$ cat src/rtl/usec_timer_pkg.sv
// Package: shared types for the microsecond timer.
// Assumes: a byte-wide read bus; the decoder maps each access to one of three kinds.
package usec_timer_pkg;

    typedef enum logic [1:0] {
        RSEL_NONE = 2'd0,
        RSEL_LO   = 2'd1,
        RSEL_HI   = 2'd2
    } rd_sel_e;

    // Sorts one bus access into the low port, the high port or an unmapped address.
    function automatic rd_sel_e decode_rd(input logic stb, input logic [7:0] addr,
                                          input logic [7:0] lo_a, input logic [7:0] hi_a);
        if (!stb)           return RSEL_NONE;
        else if (addr == lo_a) return RSEL_LO;
        else if (addr == hi_a) return RSEL_HI;
        else                return RSEL_NONE;
    endfunction

endpackage

$ cat src/rtl/usec_timer_prescale.sv
// Module: divides the system clock down to a one-clock tick enable.
// Assumes: TICK_DIV >= 1; with TICK_DIV == 1 the tick is high in every clock.
module usec_timer_prescale #(
    parameter int TICK_DIV = 250
) (
    input  logic clk,
    input  logic rst_n,
    output logic tick
);
    generate
        if (TICK_DIV > 1) begin : g_div
            localparam int DIV_W = $clog2(TICK_DIV);
            localparam logic [DIV_W-1:0] LAST = DIV_W'(TICK_DIV - 1);
            logic [DIV_W-1:0] div_q;

            // Count clocks from 0 to TICK_DIV-1, then start over.
            always_ff @(posedge clk) begin
                if (!rst_n)             div_q <= '0;
                else if (div_q == LAST) div_q <= '0;
                else                    div_q <= div_q + 1'b1;
            end

            assign tick = (div_q == LAST);

            // two ticks never come in back-to-back clocks
            p_tick_spacing_r2: assert property (@(posedge clk) disable iff (!rst_n)
                tick |=> !tick);
        end else begin : g_pass
            assign tick = 1'b1;
        end
    endgenerate
endmodule

$ cat src/rtl/usec_timer_edge_irq.sv
// Module: sends a one-clock request when a watched count bit goes from 0 to 1.
// Assumes: cur_bit is the bit now held; nxt_bit is the value it takes on the next step.
module usec_timer_edge_irq (
    input  logic clk,
    input  logic rst_n,
    input  logic step,
    input  logic cur_bit,
    input  logic nxt_bit,
    output logic irq
);
    // Register a pulse for the clock after the bit rises.
    always_ff @(posedge clk) begin
        if (!rst_n) irq <= 1'b0;
        else        irq <= step & ~cur_bit & nxt_bit;
    end

    // each request lasts a single clock
    p_irq_one_clock_r7: assert property (@(posedge clk) disable iff (!rst_n)
        irq |=> !irq);
endmodule

$ cat src/rtl/usec_timer_counter.sv
// Module: the free-running count plus the two interrupt edge detectors.
// Assumes: tick is a one-clock enable; FAST_BIT and SLOW_BIT lie below CNT_W.
module usec_timer_counter #(
    parameter int CNT_W    = 12,
    parameter int FAST_BIT = 6,
    parameter int SLOW_BIT = 9
) (
    input  logic             clk,
    input  logic             rst_n,
    input  logic             tick,
    output logic [CNT_W-1:0] count,
    output logic             irq_fast,
    output logic             irq_slow
);
    localparam logic [CNT_W-1:0] ONE = {{(CNT_W-1){1'b0}}, 1'b1};

    logic [CNT_W-1:0] count_nxt;
    logic [1:0]       irq_vec;

    assign count_nxt = count + ONE;

    // Step the count on each tick; it wraps on overflow.
    always_ff @(posedge clk) begin
        if (!rst_n)    count <= '0;
        else if (tick) count <= count_nxt;
    end

    generate
        for (genvar gi = 0; gi < 2; gi++) begin : g_irq
            localparam int POS = (gi == 0) ? FAST_BIT : SLOW_BIT;
            usec_timer_edge_irq u_edge (
                .clk     (clk),
                .rst_n   (rst_n),
                .step    (tick),
                .cur_bit (count[POS]),
                .nxt_bit (count_nxt[POS]),
                .irq     (irq_vec[gi])
            );
        end
    endgenerate

    assign irq_fast = irq_vec[0];
    assign irq_slow = irq_vec[1];

    // a tick moves the count by exactly one
    p_count_step_r2: assert property (@(posedge clk) disable iff (!rst_n)
        tick |=> count == $past(count) + ONE);
    // without a tick the count holds
    p_count_hold_r2: assert property (@(posedge clk) disable iff (!rst_n)
        !tick |=> $stable(count));
    // the fast request is raised only when bit 6 has just become 1
    p_fast_src_r7: assert property (@(posedge clk) disable iff (!rst_n)
        irq_fast |-> (count[FAST_BIT] && count[FAST_BIT-1:0] == '0));
    // the slow request is raised only when bit 9 has just become 1
    p_slow_src_r8: assert property (@(posedge clk) disable iff (!rst_n)
        irq_slow |-> (count[SLOW_BIT] && count[SLOW_BIT-1:0] == '0));
    // nothing is raised when the count wraps to zero
    p_wrap_quiet_r3: assert property (@(posedge clk) disable iff (!rst_n)
        (count == '0) |-> !(irq_fast || irq_slow));
endmodule

$ cat src/rtl/usec_timer_rdport.sv
// Module: byte read ports; a low read captures the upper bits for a later high read.
// Assumes: CNT_W is between 9 and 16, so the upper part fits in the high byte.
module usec_timer_rdport
    import usec_timer_pkg::*;
#(
    parameter int         CNT_W   = 12,
    parameter logic [7:0] LO_ADDR = 8'h24,
    parameter logic [7:0] HI_ADDR = 8'h25
) (
    input  logic             clk,
    input  logic             rst_n,
    input  logic             rd_stb,
    input  logic [7:0]       rd_addr,
    input  logic [CNT_W-1:0] count,
    output logic [7:0]       rd_data
);
    localparam int HI_W = CNT_W - 8;

    rd_sel_e         sel;
    logic [HI_W-1:0] hi_hold;

    assign sel = decode_rd(rd_stb, rd_addr, LO_ADDR, HI_ADDR);

    // On a low read, keep the upper count bits for a later high read.
    always_ff @(posedge clk) begin
        if (!rst_n)             hi_hold <= '0;
        else if (sel == RSEL_LO) hi_hold <= count[CNT_W-1:8];
    end

    // Load the read result on each strobe and keep it until the next strobe.
    always_ff @(posedge clk) begin
        if (!rst_n) begin
            rd_data <= '0;
        end else if (rd_stb) begin
            unique case (sel)
                RSEL_LO: rd_data <= count[7:0];
                RSEL_HI: rd_data <= {{(8-HI_W){1'b0}}, hi_hold};
                default: rd_data <= '0;
            endcase
        end
    end

    // the unused top bits of a high read are zero
    p_hi_pad_r5: assert property (@(posedge clk) disable iff (!rst_n)
        (rd_stb && rd_addr == HI_ADDR) |=> rd_data[7:HI_W] == '0);
    // the held nibble changes only on a low read
    p_hold_keep_r6: assert property (@(posedge clk) disable iff (!rst_n)
        !(rd_stb && rd_addr == LO_ADDR) |=> $stable(hi_hold));
    // the read result holds while there is no strobe
    p_data_hold_r10: assert property (@(posedge clk) disable iff (!rst_n)
        !rd_stb |=> $stable(rd_data));
endmodule

$ cat src/rtl/usec_timer.sv
// Module: top of the microsecond free-running timer.
// Assumes: the clock runs at TICK_DIV MHz; reads are single-clock strobes.
module usec_timer #(
    parameter int         TICK_DIV = 250,
    parameter int         CNT_W    = 12,
    parameter int         FAST_BIT = 6,
    parameter int         SLOW_BIT = 9,
    parameter logic [7:0] LO_ADDR  = 8'h24,
    parameter logic [7:0] HI_ADDR  = 8'h25
) (
    input  logic       clk,
    input  logic       rst_n,
    input  logic       rd_stb,
    input  logic [7:0] rd_addr,
    output logic [7:0] rd_data,
    output logic       irq_fast,
    output logic       irq_slow
);
    logic             tick;
    logic [CNT_W-1:0] count;

    usec_timer_prescale #(.TICK_DIV(TICK_DIV)) u_pre (
        .clk   (clk),
        .rst_n (rst_n),
        .tick  (tick)
    );

    usec_timer_counter #(.CNT_W(CNT_W), .FAST_BIT(FAST_BIT), .SLOW_BIT(SLOW_BIT)) u_cnt (
        .clk      (clk),
        .rst_n    (rst_n),
        .tick     (tick),
        .count    (count),
        .irq_fast (irq_fast),
        .irq_slow (irq_slow)
    );

    usec_timer_rdport #(.CNT_W(CNT_W), .LO_ADDR(LO_ADDR), .HI_ADDR(HI_ADDR)) u_rd (
        .clk     (clk),
        .rst_n   (rst_n),
        .rd_stb  (rd_stb),
        .rd_addr (rd_addr),
        .count   (count),
        .rd_data (rd_data)
    );

    // the first clock after reset shows quiet outputs
    p_reset_quiet_r1: assert property (@(posedge clk)
        $past(!rst_n) |-> (rd_data == 8'h00 && !irq_fast && !irq_slow));
endmodule

$ cat config.mk
export PLATFORM = sky130hd
export DESIGN_NAME = usec_timer
export DESIGN_NICKNAME = d
export VERILOG_FILES = /design/src/rtl/usec_timer_pkg.sv /design/src/rtl/usec_timer_prescale.sv /design/src/rtl/usec_timer_edge_irq.sv /design/src/rtl/usec_timer_counter.sv /design/src/rtl/usec_timer_rdport.sv /design/src/rtl/usec_timer.sv
export SDC_FILE = /design/constraint.sdc
export NUM_CORES = 1
export LEC_CHECK = 0
export CORE_ASPECT_RATIO = 0.6
export CORE_MARGIN = 3
export CORE_UTILIZATION = 53
export CTS_CLUSTER_SIZE = 14
export DETAILED_ROUTE_END_ITERATION = 8
export PLACE_DENSITY = 0.78
export SLEW_MARGIN = 10
export SYNTH_ARGS = -nofsm -noshare
export SYNTH_HDL_FRONTEND = slang
export SYNTH_SLANG_ARGS = --single-unit
$ cat constraint.sdc
create_clock -name clk -period 1.6 [get_ports clk]
set_input_delay 0.24 -clock clk [delete_from_list [all_inputs] [get_ports clk]]
set_output_delay 0.24 -clock clk [all_outputs]
set_load 0.01 [all_outputs]
==> run metrics, run 1 <==
outcome=finished clean; register bit total from synthesis=34; Final setup viols=0; worst hold slack=489.5 ps; fmax=661.6 MHz; vias in the first global route=1,138; WL per Instance=14.33 µm; Worst R2R End=u_cnt.count[5]; antenna viol nets, final=0; die span in x=76.08 µm; Seq pwr share=0.450; leakage=0.8540 nW; core box area=0.002645 mm²; Hold Path Class=flop to flop; first-pass GRT wire length=5.306 mm; Synth cell types=36; Syn Nets=172; Clock Tree Buf Depth=2; P&R area growth vs syn=28.93%; critical path launch point type=flop; layout cells sized above 1=0.1606; maxcap violations=0; Hold Crit Start=u_cnt.count[11]; Psw=0.3824 mW; Slew HR=0.7632; Starting Density=0.5904; FF-to-FF Start=u_pre.g_div.div_q[1]; io pins=21; vias per cell=5.172; Remaining Overflow, GRT=0; Pins Over Slew Limit=0; gr usage total=0.2015; site row count=14; Worst Skew=3.859 ps; Max rail drop VDD=0.6719 mV; die height=48.05 µm; WP data arrival=1710 ps; Worst Setup End Kind=flop; TritonCTS clock tree=done; port bufs=20; Reg2Reg Depth=7; root buffer cell=clkbuf_8; hpwl dp=2.477 mm; clk slew on worst S/H paths=70 ps; crit path kind=flop to flop; DRT Pass-1 Iters=4; WL final=3.339 mm; CTS H-Tree Depth=2; Clock power frac=0.507; antenna cells=0; TritonCTS Sinks=34; gpl congestion=0.7596; initial antenna violation count=0; CP required=1800 ps; hold endpoint=u_cnt.count[11]; sequential share of the synthesized area=0.4359; final cycle utilization of the critical path=0.9446; worst slew pin tran=352.6 ps; P_int=1.524 mW; RSZ-0062 raised after global routing=yes; crit path time final=1511 ps; pin count of the biggest net entering global routing=14; clk_lat worst skew=300 ps; Worst Path Max Fanout=5; switching share of power=0.2005; Post-Layout Cell Count=233; Comb power frac=0.043; DR vias=1,205; hold depth=2; Iteration-0 DRC Markers=24; setup bufs post-CTS=0; Syn Std Cell Area=0.001561 mm²; die area=0.003655 mm²; Post-CTS Hold Buffers=0; total CTS buffers=5; Post-Syn Instances=158; DRC viols=0; pwr dens=947.2 mW/mm²; setup TNS=0 ps; synthesized area per cell=9.883 µm²; placed cell count=225; reg2reg setup slack=90 ps; Nets=206; Fill cells=177; synth warn=0; Hold Fails Final Rpt=0
## power by group through the flow
stage / Combinational (mW) / Sequential [mW] / Clock (mW)
2_1_floorplan: 0.0390 / 0.877 / 0
3_5_place_dp: 0.0812 / 0.877 / 0
4_1_cts: 0.0818 / 0.857 / 0.976
6_report: 0.0823 / 0.858 / 0.967
5_1_grt: 0.0894 / 0.858 / 1.01
3_3_place_gp: 0.0768 / 0.877 / 0
## metrics by stage
step | util | total power [mW] | cell area [µm²] | setup slack, ps
final | 0.7611 | 1.907 | 2013 | 88.62
after global placement | 0.7034 | 0.9536 | 1861 | -88.81
after floorplan | - | 0.9159 | 1562 | 165.2
after CTS | 0.7554 | 1.915 | 1998 | 19.98
after detailed placement | 0.7034 | 0.9586 | 1861 | -157.3
after global routing | 0.7611 | 1.957 | 2013 | -3.627
## sequential cells by signal (all words and copies together) (netlist names)
name / cells
u_pre.g_div.div_q: 8
u_rd.hi_hold: 4
u_cnt.g_irq.u_edge.irq: 2
u_rd.rd_data: 8
u_cnt.count: 12
## cell families after synthesis
group	count (synthesis)	share of synthesized area
AO/OA/AOI/OAI	16	0.05608
XOR/XNOR	11	0.06170
adder cells (fa/ha/maj)	3	0.02404
buffers and inverters	13	0.04808
flip-flops	34	0.4359
multiplexers	11	0.07052
AND/OR/NAND/NOR	70	0.3037
## cell type report
type / count / area (µm²) / area share
clock buffers: 5 / 68.82 / 0.03418
clock inverters: 3 / 68.82 / 0.03418
inverters: 7 / 26.28 / 0.01305
multi-input cells: 111 / 820.8 / 0.4077
flip-flops and latches: 34 / 680.7 / 0.3381
well taps: 40 / 50.05 / 0.02486
repair buffers: 33 / 297.8 / 0.1479
## cell usage in the layout (no fill, tap or decap), types with 2 or more instances in the layout
cell and n:
a21oi_1 7, and2_1 11, and3b_1 2, buf_4 13, bufinv_16 2, clkbuf_8 5
clkdlybuf4s50_1 20, dfxtp_1 34, ha_1 3, inv_1 7, mux2i_1 11, nand2_1 9
nand2b_1 3, nand3_1 7, nand4_1 2, nor2_1 7, nor2b_1 12, nor3_1 2
nor4_2 3, nor4_4 2, o21ai_0 3, o22ai_1 4, or3_1 2, xnor2_1 2
xor2_1 9
## routing by layer
| layer | GRT usage | routed length, µm |
|---|---|---|
| met5 | 0 | 0 |
| met4 | 0.1191 | 74 |
| met3 | 0.06579 | 127 |
| met2 | 0.3451 | 1569 |
| met1 | 0.2348 | 1567 |
## synthesized netlist by cell type
cell	n	share of area
nand3b_4	1	0.013
nor4b_1	1	0.0056
a21boi_0	1	0.0048
bufbuf_8	1	0.012
nor3_1	2	0.0064
nand4_4	1	0.014
xnor2_1	2	0.011
and3_2	1	0.0048
and4b_1	1	0.0064
xor2_1	9	0.050
and4bb_2	1	0.0080
or3_1	2	0.0080
nand3_1	7	0.022
dfxtp_1	34	0.44
mux2i_1	11	0.071
ha_1	3	0.024
a21oi_1	7	0.022
and2_1	11	0.044
nand2_1	9	0.022
nand4_1	2	0.0080
o21ai_0	3	0.0096
nor4_4	1	0.014
inv_1	7	0.017
buf_4	1	0.0048
nor2b_1	12	0.048
nand2b_1	3	0.012
or2_1	1	0.0040
and3_1	1	0.0040
nor2_1	7	0.017
o22ai_1	4	0.016
buf_6	1	0.0072
clkbuf_1	2	0.0048
buf_1	1	0.0024
and3b_1	2	0.011
o21ai_1	1	0.0032
nor4_2	4	0.032
## how the worst max path moves through the flow
| stage | to | slack, ps | depth (start not counted) | startpoint |
|---|---|---|---|---|
| after detailed placement | u_rd.hi_hold[3] | -160 | 6 | rd_addr[7] |
| after global routing | u_cnt.count[10] | -4 | 6 | u_pre.g_div.div_q[1] |
| after CTS | u_cnt.count[11] | 20 | 6 | u_pre.g_div.div_q[1] |
| final | u_cnt.count[5] | 90 | 7 | u_pre.g_div.div_q[1] |
| after floorplan | u_cnt.count[9] | 170 | 5 | u_pre.g_div.div_q[0] |
| after global placement | u_rd.hi_hold[3] | -90 | 6 | rd_addr[7] |
## worst max-delay path, cell delays in order, from the launching register on
cell and delay (ps):
dfxtp_1 330, inv_1 60, ha_1 180, nand3b_4 140, buf_4 180, nor4_2 270
xor2_1 100, and2_1 160
## timing repair
action / CTS / global route
resized for setup: 0 / 2
endpoints found under the setup margin: 0 / 3
hold endpoints to repair: 0 / 0
Note: power is estimated with default switching activity, not from simulation.
==> inputs of run 2 (changes only) <==
Settings changed: SYNTH_HIERARCHICAL set to 1.
==> run metrics, run 2 <==
Comb power frac=0.079 (+0.036); biggest regs=u_cnt/count (12), u_pre/g_div.div_q (8), u_rd/rd_data (8); share of the synthesized area in the top cell type=0.4412 (+0.005303); Post-DP Area=0.001918 mm² (+3.1%); core box area=0.002628 mm² (-0.66%); antenna cells=0 (unchanged); first-pass GRT wire length=6.216 mm (+17%); die height=47.79 µm (-0.53%); Syn Std Cell Area=0.001543 mm² (-1.2%); utilization after layout=0.7867 (+0.02555); worst slew pin tran=591.7 ps (+239.1 ps); synth warn=6 (+6); TritonCTS clock tree=done; Hold Fails Final Rpt=0 (unchanged); reg2reg setup slack=-40 ps (-130 ps); Top reg by flops=u_cnt/count; sequential share of the synthesized area=0.4412 (+0.005303); final cycle utilization of the critical path=1.025 (+0.08005); WL per Instance=16.64 µm (+16%); DR vias=1,374 (+14%); top_reg_cell synth=dfxtp_1; setup TNS=-79.70 ps (-79.70 ps); Worst Skew=3.814 ps (-0.04457 ps); pin count of the biggest net entering global routing=12 (-2); Worst Setup End Kind=flop; io pins=21 (unchanged); vias in the first global route=1,298 (+14%); WL final=3.927 mm (+18%); die area=0.003615 mm² (-1.1%); root buffer cell=clkbuf_8; hpwl dp=2.772 mm (+12%); most instantiated library cell after synthesis=dfxtp_1; Synth cell types=38 (+5.6%); setup ws final=-39.45 ps (-128.1 ps); total CTS buffers=5 (unchanged); final instance area=0.002067 mm² (+2.7%); Post-CTS Hold Buffers=0 (unchanged); DRT Pass-1 Iters=4 (unchanged); Remaining Overflow, GRT=0 (unchanged); gr usage total=0.2415 (+0.04005); pwr dens=762.2 mW/mm² (-20%); Starting Density=0.5871 (-0.003207); antenna viol nets, final=0 (unchanged); Post-Syn Instances=159 (+0.63%); Clock power frac=0.371 (-0.136); Pins Over Slew Limit=0 (unchanged); Fill cells=161 (-9.0%); total power=1.576 mW (-17%); crit path kind=flop to flop; RSZ-0062 raised after global routing=yes; register bit total from synthesis=34 (unchanged); Synth top cells by count=34 x dfxtp_1, 19 x nand2_1, 11 x nor2_1; initial antenna violation count=0 (unchanged); Slew HR=0.6014 (-0.1618); leakage=0.8103 nW (-5.1%); Max rail drop VDD=0.5855 mV (-13%); DRC viols=0 (unchanged); layout cells sized above 1=0.2696 (+0.1090); site row count=14 (unchanged); maxcap violations=0 (unchanged); critical path launch point type=flop; switching share of power=0.2229 (+0.02233); CP required=1820 ps (+20 ps); EDFF count, synth=0 (unchanged); top post-synthesis cells by area=dfxtp_1 44%, nand2_1 4.6%, mux2i_1 4.5%, xor2_1 3.4%, a32o_2 2.9%; P&R area growth vs syn=33.98%; Hold Path Class=flop to flop; P_int=1.224 mW (-20%); vias per cell=5.822 (+13%); Nets=218 (+5.8%); die span in x=75.65 µm (-0.56%); Psw=0.3511 mW (-8.2%); outcome=finished, violations left; failing checks=negative setup slack; Final setup viols=4 (+4); CTS H-Tree Depth=2 (unchanged); Largest register FFs=12 (unchanged); worst hold slack=470.9 ps (-18.59 ps); clk slew on worst S/H paths=70 ps (about the same); TritonCTS Sinks=34 (unchanged); async set-reset flop share out of synthesis=0 (unchanged); WP data arrival=1860 ps (+150 ps); most frequent cells in the layout=32 x dfxtp_1, 22 x buf_4, 20 x clkdlybuf4s50_1, 19 x nand2_1, 11 x nor2_1; crit path time final=1639 ps (+128.1 ps); Worst Path Max Fanout=5 (unchanged); Syn Nets=173 (+0.58%); gpl congestion=0.7996 (+5.3%); synthesized area per cell=9.703 µm² (-1.8%); Iteration-0 DRC Markers=162 (+580%); Clock Tree Buf Depth=2 (unchanged); most common cell after layout, fill and taps aside=dfxtp_1; Seq pwr share=0.550 (+0.100); clk_lat worst skew=280 ps (-20 ps); leading area contributor after synthesis=dfxtp_1; fmax=610.0 MHz (-7.8%); port bufs=20 (unchanged)
-- run 2: cell types whose count changed after synthesis, moves of 4 or more --
cell     change
a32oi_1      +4
nor2b_1      -7
mux2_2       +4
o22ai_1      -4
nand2_1     +10
a32o_2       +4
nor4_2       -4
mux2i_1      -4
nor2_1       +4
and2_1      -11
-- run 2: per-layer routing --
metal / wire, µm / up-vias / global-route usage
met2: 1796 / 55 / 0.3688
met4: 42 / 0 / 0.06969
met5: 0 / - / 0
met1: 1821 / 643 / 0.3312
li1: - / 668 / -
met3: 266 / 8 / 0.07757
-- run 2: cell type report --
cell class | instances | area (µm²) | area share
Timing Repair Buffer | 43 | 376.6 | 0.1822
Multi-Input combinational cell | 115 | 872.1 | 0.4219
Tap cell | 32 | 40.04 | 0.01937
Sequential cell | 34 | 683.2 | 0.3305
Clock buffer | 7 | 76.32 | 0.03692
Inverter | 5 | 18.77 | 0.009080
-- run 2: power by group through the flow --
stage / clock, mW / sequential, mW / combinational, mW
after detailed placement: 0 / 0.883 / 0.117
after CTS: 0.595 / 0.867 / 0.121
after floorplan: 0 / 0.887 / 0.0431
final: 0.584 / 0.866 / 0.125
after global routing: 0.638 / 0.867 / 0.135
after global placement: 0 / 0.883 / 0.110
-- run 2: what timing repair did --
item,CTS,global route
gates resized for setup,6,8
buffers inserted,3,0
pin swaps,3,4
cloned,0,0
setup endpoints to repair,4,12
-- run 2: kinds of logic after synthesis --
| group | share of synthesized area |
|---|---|
| mux | 0.07461 |
| flops | 0.4412 |
| buf+inv | 0.03082 |
| compound gates | 0.1079 |
| fa+ha+maj | 0.02433 |
| xor+xnor | 0.05110 |
| simple gates | 0.2701 |
-- run 2: worst paths after layout --
path	from	to	cells past startpoint
worst max-delay path	u_pre/g_div.div_q[1]	u_cnt/count[7]	9
worst min-delay path	u_rd/hi_hold[0]	u_rd/hi_hold[0]	2
worst max register to register	u_pre/g_div.div_q[1]	u_cnt/count[7]	9
worst min register to register	u_rd/hi_hold[0]	u_rd/hi_hold[0]	2
-- run 2: critical path, cell delays in order, from the launching register on --
cell      delay, ps
dfxtp_2         320
inv_2            60
ha_4            120
nand3b_1         90
nor2_1          130
buf_4           150
nand4_4         130
buf_6           170
or3_4           320
a21oi_2         110
-- run 2: stage by stage --
stage                     instances  worst slack [ps]
after detailed placement        226            -99.45
final                           236            -39.45
after floorplan                 159            -47.01
after global placement          226            -46.39
after CTS                       236            -61.27
after global routing            236            -144.4
